===== config.mk =====
export PLATFORM = sky130hd
export DESIGN_NAME = mlf_host
export DESIGN_NICKNAME = d
export VERILOG_FILES = /design/src/rtl/mlf_pkg.sv /design/src/rtl/mlf_regs.sv /design/src/rtl/mlf_shifter.sv /design/src/rtl/mlf_host.sv
export SDC_FILE = /design/constraint.sdc
export NUM_CORES = 1
export LEC_CHECK = 0
export ABC_AREA = 1
export BUFFER_PORTS_ARGS = -buffer_cell sky130_fd_sc_hd__buf_4
export CELL_PAD_IN_SITES_DETAIL_PLACEMENT = 1
export CELL_PAD_IN_SITES_GLOBAL_PLACEMENT = 2
export CORE_MARGIN = 2
export CORE_UTILIZATION = 33
export DETAILED_ROUTE_END_ITERATION = 16
export PLACE_DENSITY = 0.77
export SLEW_MARGIN = 5
export SYNTH_ARGS = -nofsm -noshare
export SYNTH_HDL_FRONTEND = slang
export SYNTH_SLANG_ARGS = --single-unit

===== constraint.sdc =====
create_clock -name clk -period 4.2 [get_ports clk]
set_clock_uncertainty 0.15 [all_clocks]
set_input_delay 0.21 -clock clk [delete_from_list [all_inputs] [get_ports clk]]
set_output_delay 0.21 -clock clk [all_outputs]
set_load 0.01 [all_outputs]

===== src/rtl/mlf_pkg.sv =====
package mlf_pkg;
    localparam int WORD_W = 32;
    localparam int LANES  = 8;
    localparam int AW     = 4;
    localparam int IDX_W  = 8;

    localparam logic [AW-1:0] A_CFG  = 4'd0;
    localparam logic [AW-1:0] A_STAT = 4'd1;
    localparam logic [AW-1:0] A_EN   = 4'd2;
    localparam logic [AW-1:0] A_OP   = 4'd3;
    localparam logic [AW-1:0] A_TX0  = 4'd4;
    localparam logic [AW-1:0] A_RX   = 4'd8;

    localparam logic [WORD_W-1:0] CFG_MASK  = 32'h0019_0003;
    localparam logic [WORD_W-1:0] CFG_RESET = 32'h0001_0000;
    localparam logic [WORD_W-1:0] OP_MASK   = 32'h00FF_E0DB;

    typedef enum logic [1:0] {LW_1 = 2'd0, LW_2 = 2'd1, LW_4 = 2'd2, LW_8 = 2'd3} lane_code_e;

    typedef struct packed {
        logic cpha;
        logic cpol;
        logic idle_hi;
        logic cs_manual;
        logic cs_assert;
    } cfg_t;

    typedef struct packed {
        logic       rd_dir;
        logic [5:0] dummy_n;
        logic [2:0] adr_n;
        logic       cmd_two;
        lane_code_e dat_w;
        lane_code_e adr_w;
        lane_code_e cmd_w;
    } op_t;

    function automatic cfg_t cfg_unpack(logic [WORD_W-1:0] w);
        return '{cpha: w[20], cpol: w[19], idle_hi: w[16], cs_manual: w[1], cs_assert: w[0]};
    endfunction

    function automatic op_t op_unpack(logic [WORD_W-1:0] w);
        return '{rd_dir: w[23], dummy_n: w[22:17], adr_n: w[16:14], cmd_two: w[13],
                 dat_w: lane_code_e'(w[7:6]), adr_w: lane_code_e'(w[4:3]),
                 cmd_w: lane_code_e'(w[1:0])};
    endfunction

    function automatic logic [3:0] lane_count(lane_code_e c);
        return 4'd1 << c;
    endfunction

    function automatic logic [3:0] clocks_per_byte(lane_code_e c);
        return 4'd8 >> c;
    endfunction

    function automatic logic [IDX_W-1:0] addr_end(op_t op);
        return {7'd0, op.cmd_two} + 8'd1 + {5'd0, op.adr_n};
    endfunction

    function automatic lane_code_e byte_code(op_t op, logic [IDX_W-1:0] b);
        if (b < {7'd0, op.cmd_two} + 8'd1) return op.cmd_w;
        if (b < addr_end(op))                return op.adr_w;
        return op.dat_w;
    endfunction

    function automatic logic byte_is_rd(op_t op, logic [IDX_W-1:0] b);
        return op.rd_dir && (b >= addr_end(op) + {2'd0, op.dummy_n});
    endfunction
endpackage


===== src/rtl/mlf_regs.sv =====
module mlf_regs
    import mlf_pkg::*;
(
    input  logic              clk,
    input  logic              rst,
    input  logic              bus_wr,
    input  logic              bus_rd,
    input  logic [AW-1:0]     bus_addr,
    input  logic [WORD_W-1:0] bus_wdata,
    output logic [WORD_W-1:0] bus_rdata,
    output logic [WORD_W-1:0] cfg_raw,
    output logic [WORD_W-1:0] op_raw,
    output logic              en,
    output logic              tx_valid,
    output logic [WORD_W-1:0] tx_word,
    output logic [2:0]        tx_nbytes,
    input  logic              tx_take,
    input  logic              eng_busy,
    input  logic              rx_done,
    input  logic [WORD_W-1:0] rx_word
);
    logic              rx_v_q;
    logic [WORD_W-1:0] rx_w_q;
    logic              is_tx;
    logic [3:0]        stat;

    assign is_tx = (bus_addr >= A_TX0) && (bus_addr < A_RX);
    assign stat  = {!rx_v_q, rx_v_q, !tx_valid, !tx_valid && !eng_busy && !rx_done};

    always_ff @(posedge clk) begin
        if (rst) begin
            cfg_raw   <= CFG_RESET;
            op_raw    <= '0;
            en        <= 1'b0;
            tx_valid  <= 1'b0;
            tx_word   <= '0;
            tx_nbytes <= '0;
            rx_v_q    <= 1'b0;
            rx_w_q    <= '0;
        end else begin
            if (bus_wr && bus_addr == A_CFG) cfg_raw <= bus_wdata & CFG_MASK;
            if (bus_wr && bus_addr == A_OP)  op_raw  <= bus_wdata & OP_MASK;
            if (bus_wr && bus_addr == A_EN)  en      <= bus_wdata[0];
            if (tx_take) tx_valid <= 1'b0;
            if (bus_wr && is_tx && en && !tx_valid) begin
                tx_valid  <= 1'b1;
                tx_word   <= bus_wdata;
                tx_nbytes <= (bus_addr[1:0] == 2'd0) ? 3'd4 : {1'b0, bus_addr[1:0]};
            end
            if (rx_done) begin
                rx_v_q <= 1'b1;
                rx_w_q <= rx_word;
            end else if (bus_rd && bus_addr == A_RX) begin
                rx_v_q <= 1'b0;
            end
            if (!en) begin
                tx_valid <= 1'b0;
                rx_v_q   <= 1'b0;
            end
        end
    end

    always_comb begin
        case (bus_addr)
            A_CFG:   bus_rdata = cfg_raw;
            A_STAT:  bus_rdata = {28'd0, stat};
            A_EN:    bus_rdata = {31'd0, en};
            A_OP:    bus_rdata = op_raw;
            A_RX:    bus_rdata = rx_w_q;
            default: bus_rdata = '0;
        endcase
    end


    tx_accept_chk: assert property (@(posedge clk) disable iff (rst)
        (bus_wr && is_tx && en && !tx_valid) |=> tx_valid);


    rx_capture_chk: assert property (@(posedge clk) disable iff (rst)
        (rx_done && en) |=> rx_v_q);
endmodule


===== src/rtl/mlf_shifter.sv =====
module mlf_shifter
    import mlf_pkg::*;
(
    input  logic              clk,
    input  logic              rst,
    input  logic              abort,
    input  logic              cs_live,
    input  logic              start,
    input  logic [WORD_W-1:0] word,
    input  logic [2:0]        nbytes,
    input  op_t               op,
    input  logic              cpol,
    input  logic              cpha,
    input  logic              idle_hi,
    input  logic [LANES-1:0]  io_i,
    output logic              busy,
    output logic              done,
    output logic [WORD_W-1:0] rx_word,
    output logic              sclk,
    output logic [LANES-1:0]  io_o,
    output logic [LANES-1:0]  io_oe
);
    logic              busy_q, done_q, half_q, first_q, rdph_q;
    logic [3:0]        clk_left_q;
    logic [2:0]        byte_left_q;
    logic [WORD_W-1:0] txw_q, rxw_q;
    logic [7:0]        sh_q, rxb_q, rx_next, in_bits, aligned;
    logic [IDX_W-1:0]  bidx_q;
    lane_code_e        code_q, nxt_code, oe_code;
    logic [3:0]        lanes;
    logic              sample_now, shift_now;

    assign lanes      = lane_count(code_q);
    assign sample_now = busy_q && (cpha ? half_q : !half_q);
    assign shift_now  = busy_q && (cpha ? (!half_q && !first_q) : half_q);
    assign in_bits    = (code_q == LW_1) ? {7'd0, io_i[1]} : (io_i & ((8'd1 << lanes) - 8'd1));
    assign rx_next    = sample_now ? ((rxb_q << lanes) | in_bits) : rxb_q;
    assign nxt_code   = byte_code(op, bidx_q + 8'd1);
    assign aligned    = sh_q >> (4'd8 - lanes);
    assign oe_code    = busy_q ? code_q : op.cmd_w;

    always_ff @(posedge clk) begin
        done_q <= 1'b0;
        if (rst) begin
            busy_q <= 1'b0; half_q <= 1'b0; first_q <= 1'b0; rdph_q <= 1'b0;
            clk_left_q <= '0; byte_left_q <= '0; txw_q <= '0; rxw_q <= '0;
            sh_q <= '0; rxb_q <= '0; bidx_q <= '0; code_q <= LW_1;
        end else if (abort) begin
            busy_q <= 1'b0;
            half_q <= 1'b0;
            if (!cs_live) bidx_q <= '0;
        end else if (start) begin
            busy_q      <= 1'b1;
            half_q      <= 1'b0;
            first_q     <= 1'b1;
            txw_q       <= word;
            sh_q        <= word[7:0];
            byte_left_q <= nbytes;
            code_q      <= byte_code(op, bidx_q);
            rdph_q      <= byte_is_rd(op, bidx_q);
            clk_left_q  <= clocks_per_byte(byte_code(op, bidx_q));
            rxb_q       <= '0;
            rxw_q       <= '0;
        end else if (busy_q) begin
            half_q <= !half_q;
            rxb_q  <= rx_next;
            if (!half_q)   first_q <= 1'b0;
            if (shift_now) sh_q <= sh_q << lanes;
            if (half_q) begin
                if (clk_left_q == 4'd1) begin
                    rxw_q  <= {rx_next, rxw_q[WORD_W-1:8]};
                    bidx_q <= bidx_q + 8'd1;
                    if (byte_left_q == 3'd1) begin
                        busy_q <= 1'b0;
                        done_q <= 1'b1;
                    end else begin
                        byte_left_q <= byte_left_q - 3'd1;
                        txw_q       <= txw_q >> 8;
                        sh_q        <= txw_q[15:8];
                        code_q      <= nxt_code;
                        rdph_q      <= byte_is_rd(op, bidx_q + 8'd1);
                        clk_left_q  <= clocks_per_byte(nxt_code);
                        first_q     <= 1'b1;
                        rxb_q       <= '0;
                    end
                end else begin
                    clk_left_q <= clk_left_q - 4'd1;
                end
            end
        end
    end

    always_comb begin
        io_o  = {LANES{idle_hi}};
        io_oe = (oe_code == LW_1) ? ~8'h02 : 8'hFF;
        if (busy_q && !rdph_q) begin
            for (int k = 0; k < LANES; k++)
                if (k < int'(lanes)) io_o[k] = aligned[k];
        end
        if (busy_q && rdph_q && code_q != LW_1)
            io_oe = io_oe & ~((8'd1 << lanes) - 8'd1);
    end

    assign sclk    = busy_q ? (cpol ^ half_q) : cpol;
    assign busy    = busy_q;
    assign done    = done_q;
    assign rx_word = rxw_q;


    clk_left_chk: assert property (@(posedge clk) disable iff (rst)
        busy_q |-> (clk_left_q != 4'd0 && clk_left_q <= 4'd8));


    done_after_busy_chk: assert property (@(posedge clk) disable iff (rst)
        done_q |-> $past(busy_q));
endmodule


===== src/rtl/mlf_host.sv =====
module mlf_host
    import mlf_pkg::*;
(
    input  logic              clk,
    input  logic              rst,
    input  logic              bus_wr,
    input  logic              bus_rd,
    input  logic [AW-1:0]     bus_addr,
    input  logic [WORD_W-1:0] bus_wdata,
    output logic [WORD_W-1:0] bus_rdata,
    output logic              sclk,
    output logic              cs_n,
    output logic [LANES-1:0]  io_o,
    output logic [LANES-1:0]  io_oe,
    input  logic [LANES-1:0]  io_i
);
    logic [WORD_W-1:0] cfg_raw, op_raw, tx_word, rx_word;
    logic              en, tx_valid, busy, done, cs_live, start;
    logic [2:0]        tx_nbytes;
    cfg_t              cfg;
    op_t               op;

    assign cfg     = cfg_unpack(cfg_raw);
    assign op      = op_unpack(op_raw);
    assign cs_live = en && (cfg.cs_manual ? cfg.cs_assert : (busy || tx_valid));
    assign start   = tx_valid && !busy && cs_live;
    assign cs_n    = !cs_live;

    mlf_regs u_regs (
        .clk(clk), .rst(rst), .bus_wr(bus_wr), .bus_rd(bus_rd), .bus_addr(bus_addr),
        .bus_wdata(bus_wdata), .bus_rdata(bus_rdata), .cfg_raw(cfg_raw), .op_raw(op_raw),
        .en(en), .tx_valid(tx_valid), .tx_word(tx_word), .tx_nbytes(tx_nbytes),
        .tx_take(start), .eng_busy(busy), .rx_done(done), .rx_word(rx_word)
    );

    mlf_shifter u_shift (
        .clk(clk), .rst(rst), .abort(!cs_live), .cs_live(cs_live), .start(start),
        .word(tx_word), .nbytes(tx_nbytes), .op(op), .cpol(cfg.cpol), .cpha(cfg.cpha),
        .idle_hi(cfg.idle_hi), .io_i(io_i), .busy(busy), .done(done), .rx_word(rx_word),
        .sclk(sclk), .io_o(io_o), .io_oe(io_oe)
    );


    abort_stops_chk: assert property (@(posedge clk) disable iff (rst)
        $fell(en) |=> !busy);


    cs_release_chk: assert property (@(posedge clk) disable iff (rst)
        $rose(cs_n) |=> !busy);
endmodule


==> flow_metrics.py <==
metrics = {
    "timing": {
        "finalHoldViolCount": 0,
        "slew_headroom_pct": 31.46,
        "fin_crit_sh_pct": 89.11,
        "report.final.slew_viol_count": 0,
        "tns_ns": 0,
        "max_freq_ghz": 0.2672,
        "period_minus_slack_ns": 3.742,
        "worst_pin_slew_ns": 1.027,
        "rsz0062_at_grt": "false",
        "setup_viol": 0,
    },
    "cts": {
        "clkSinkCount": 186,
        "cts_max_path_buffers": 2,
        "clkLatencyLatePin_ns": 0.44,
        "numCtsBuffers": 17,
        "cts_resized": 0,
        "cts-root-buf": "clkbuf_16",
        "tritoncts": "yes",
        "htree_levels": 4,
        "clk_pin_slew_ns": 0.08,
    },
    "global_routing": {
        "first_global_vias": 8914,
        "grt_pass1_wl_mm": 50.44,
        "grt_overflow": 0,
        "track_usage_pct": 22.19,
        "grt_max_degree": 58,
        "antenna_found_initial": 0,
    },
    "die": {
        "ios": 98,
        "die_area_um2": 29460,
        "core_um2": 27710,
        "die_h_um": 171.6,
        "start_util_pct": 33.47,
        "die_w_um": 171.6,
        "rows": 61,
    },
    "power": {
        "peakVddDrop_v": 0.0002313,
        "powerDensity_nw_per_um2": 324.0,
        "power.leakage_nw": 4.293,
    },
    "worst_hold_path": {
        "hold_path.class": "input pin to flip-flop",
        "holdCritStartpoint": "rst",
    },
    "placement": {
        "detailedPlacementHpwl_mm": 22.94,
        "routabilityCongestion": 0.8328,
        "dpl-instance-area_um2": 10250,
        "io_buffers": 97,
    },
    "detailed_routing": {
        "ant_nets": 0,
        "vias": 9063,
        "drc": 0,
        "via_per_inst": 5.055,
        "drtIter0Drc": 551,
        "finalWirelength_mm": 31.73,
        "dr.pass1.iters": 5,
        "wl_per_cell_um": 17.69,
    },
    "cells_and_area": {
        "fill_cells": 3498,
        "final_area_um2": 11230,
        "drive_above_1_share_pct": 11.31,
        "syn_to_final_growth_pct": 21.05,
        "nNetsFinal": 1487,
        "insertedDiodeCount": 0,
        "final_util_pct": 40.52,
    },
    "logic_synthesis": {
        "synthCells": 1307,
        "synthXorXnorAreaFrac_pct": 0.8500,
        "synthMuxAreaShare_pct": 0.1079,
        "yosysTopAreaCellShare_pct": 40.15,
        "yosysTopAreaCell": "dfxtp_1",
        "ys_seq_area_share_pct": 40.15,
        "yosys_warnings": 0,
        "synthAdderAreaFrac_pct": 5.154,
        "synth_edf_count": 0,
        "yosys_register_bits": 186,
        "synth_ff_type": "dfxtp_1",
        "async_flop_share_pct": 0,
        "netlist_area_um2": 9274,
        "yosys-top-cells-area": "dfxtp_1, nand2_1, o21ai_0",
        "syn_nets": 1392,
        "ys_types": 49,
        "yosys.area_share.simple_pct": 20.95,
        "synth-compound-area-share_pct": 23.83,
        "synth_top_family_by_area": "compound AO/OA/AOI/OAI gates",
        "syn_area_per_cell_um2": 7.096,
    },
    "critical_path": {
        "worstPathArrival_ns": 3.90,
        "cp-start-kind": "flip-flop",
        "cpPeakStageDelay_ns": 0.37,
        "path_class": "flip-flop to flip-flop",
        "path_delay_family": "adder cells",
        "path_cells": "inv_1 > ha_1 > inv_1 > fa_1 > xor2_1 > inv_1 > ha_1 > a21o_1 > a31oi_1 > xor2_1 > ha_1 > nand2_1 > o21ai_0 > o21ai_0 > nand3b_1 > nand4_1 > nand2_1 > nand3_1 > a21oi_1",
        "crit_buf_inv": 3,
        "end_kind": "flip-flop",
        "slowest_stage": "fa_1",
        "rr_startpoint": "u_regs.op_raw[13]",
        "cp_max_fo": 7,
        "cp.required_ns": 4.35,
        "crit_start": "u_regs.op_raw[13]",
    },
    "run": {
        "cap_violations": 0,
    },
    "status": {
        "status": "completed",
    },
}
-- cells by family after synthesis --
| kind of cell | after synthesis |
|---|---|
| buffers and inverters | 205 |
| adders and majority gates | 37 |
| AOI/OAI and AO/OA | 399 |
| muxes | 1 |
| xor gates and xnor gates | 9 |
| DFF | 186 |
| and+or+nand+nor | 470 |
-- sequential cells by signal, indices dropped and copies added, names as in the netlist, 2 cells and up --
name / flops
u_shift.sh_q: 8
u_shift.byte_left_q: 3
u_regs.rx_w_q: 32
u_shift.rxb_q: 8
u_regs.tx_word: 32
u_shift.txw_q: 24
u_shift.clk_left_q: 4
u_regs.op_raw: 17
u_shift.bidx_q: 8
u_regs.tx_nbytes: 3
u_regs.cfg_raw: 5
u_shift.rx_word: 32
u_shift.code_q: 2
-- cell type report --
class / instances / area [um^2] / area share [%]
Clock buffer: 18 / 439.2 / 3.912
Clock inverter: 14 / 168.9 / 1.505
Inverter: 134 / 505.5 / 4.503
Multi-Input combinational cell: 916 / 4720 / 42.04
Sequential cell: 186 / 3724 / 33.17
Tap cell: 378 / 473.0 / 4.213
Timing Repair Buffer: 147 / 1196 / 10.66
-- power breakdown --
part / switching [mW] / leakage (nW) / internal (mW)
registers: 0.00471 / 1.50 / 1.77
clock network: 0.836 / 0.294 / 0.825
logic: 0.117 / 2.50 / 0.0870
-- what timing repair did --
action,in CTS,in global routing
setup endpoints to repair,0,0
endpoints found under the hold margin,46,0
buffers inserted,0,0
hold buffers,37,0
-- cell usage after synthesis, drive strengths merged (2+ instances only) --
master   instances
ha              35
o211ai          11
nand2          240
a221oi           5
o21ai          166
a31oi           21
a211oi           2
buf             18
nand4            9
dfxtp          186
a21oi          154
xnor2            2
o21a             4
clkinv           4
o221ai           7
clkbuf          53
xor2             7
o2111ai          4
nor2           148
nand3           61
inv            130
fa               2
nor3             9
o22ai           19
-- worst paths after layout --
path	end	slack [ns]	depth (start not counted)
worst max-delay path	u_shift.rdph_q	0.46	19
worst min-delay path	u_shift.txw_q[30]	0.13	2
worst max register to register	u_shift.rdph_q	0.46	19
worst min register to register	u_regs.rx_w_q[30]	0.31	2
-- worst reg2reg max path: cells and delay by family, from the launching register on --
kind / cells / cell delay (ns)
fa+ha+maj: 4 / 1.21
flops: 1 / 0.33
compound gates: 5 / 0.68
simple gates: 5 / 0.41
xor+xnor: 2 / 0.48
buf+inv: 3 / 0.33
-- stage by stage --
step                hold slack, ns  power [mW]  instances  worst slack [ns]
finish                      0.1326       3.637       1793            0.4576
CTS                         0.1503       3.674       1793            0.4417
global placement            0.2940       1.990       1724            0.5554
floorplan                   0.1864       1.901       1307            0.8575
detailed placement          0.3018       1.993       1724            0.4481
global route                0.1599       3.771       1793           0.09474
-- routing by layer --
metal  GRT usage, %  share of wire [%]
met4          6.301                2.2
met3          2.853                2.5
met5              0                  0
met1          32.11                 51
met2          34.43                 44
-- placed cells by master (no fill, tap or decap), types with 7 or more instances in the layout --
cell type	instances
o21ai_0	166
a21oi_1	151
nor3_1	8
dlygate4sd3_1	37
nand3_1	60
xor2_1	7
inv_1	125
ha_1	35
buf_4	110
o211ai_1	10
o22ai_1	19
nand2_1	239
o221ai_1	7
clkbuf_16	17
nor2_1	143
dfxtp_1	186
a31oi_1	21
nand4_1	9
(Power assumes the default switching activity.)
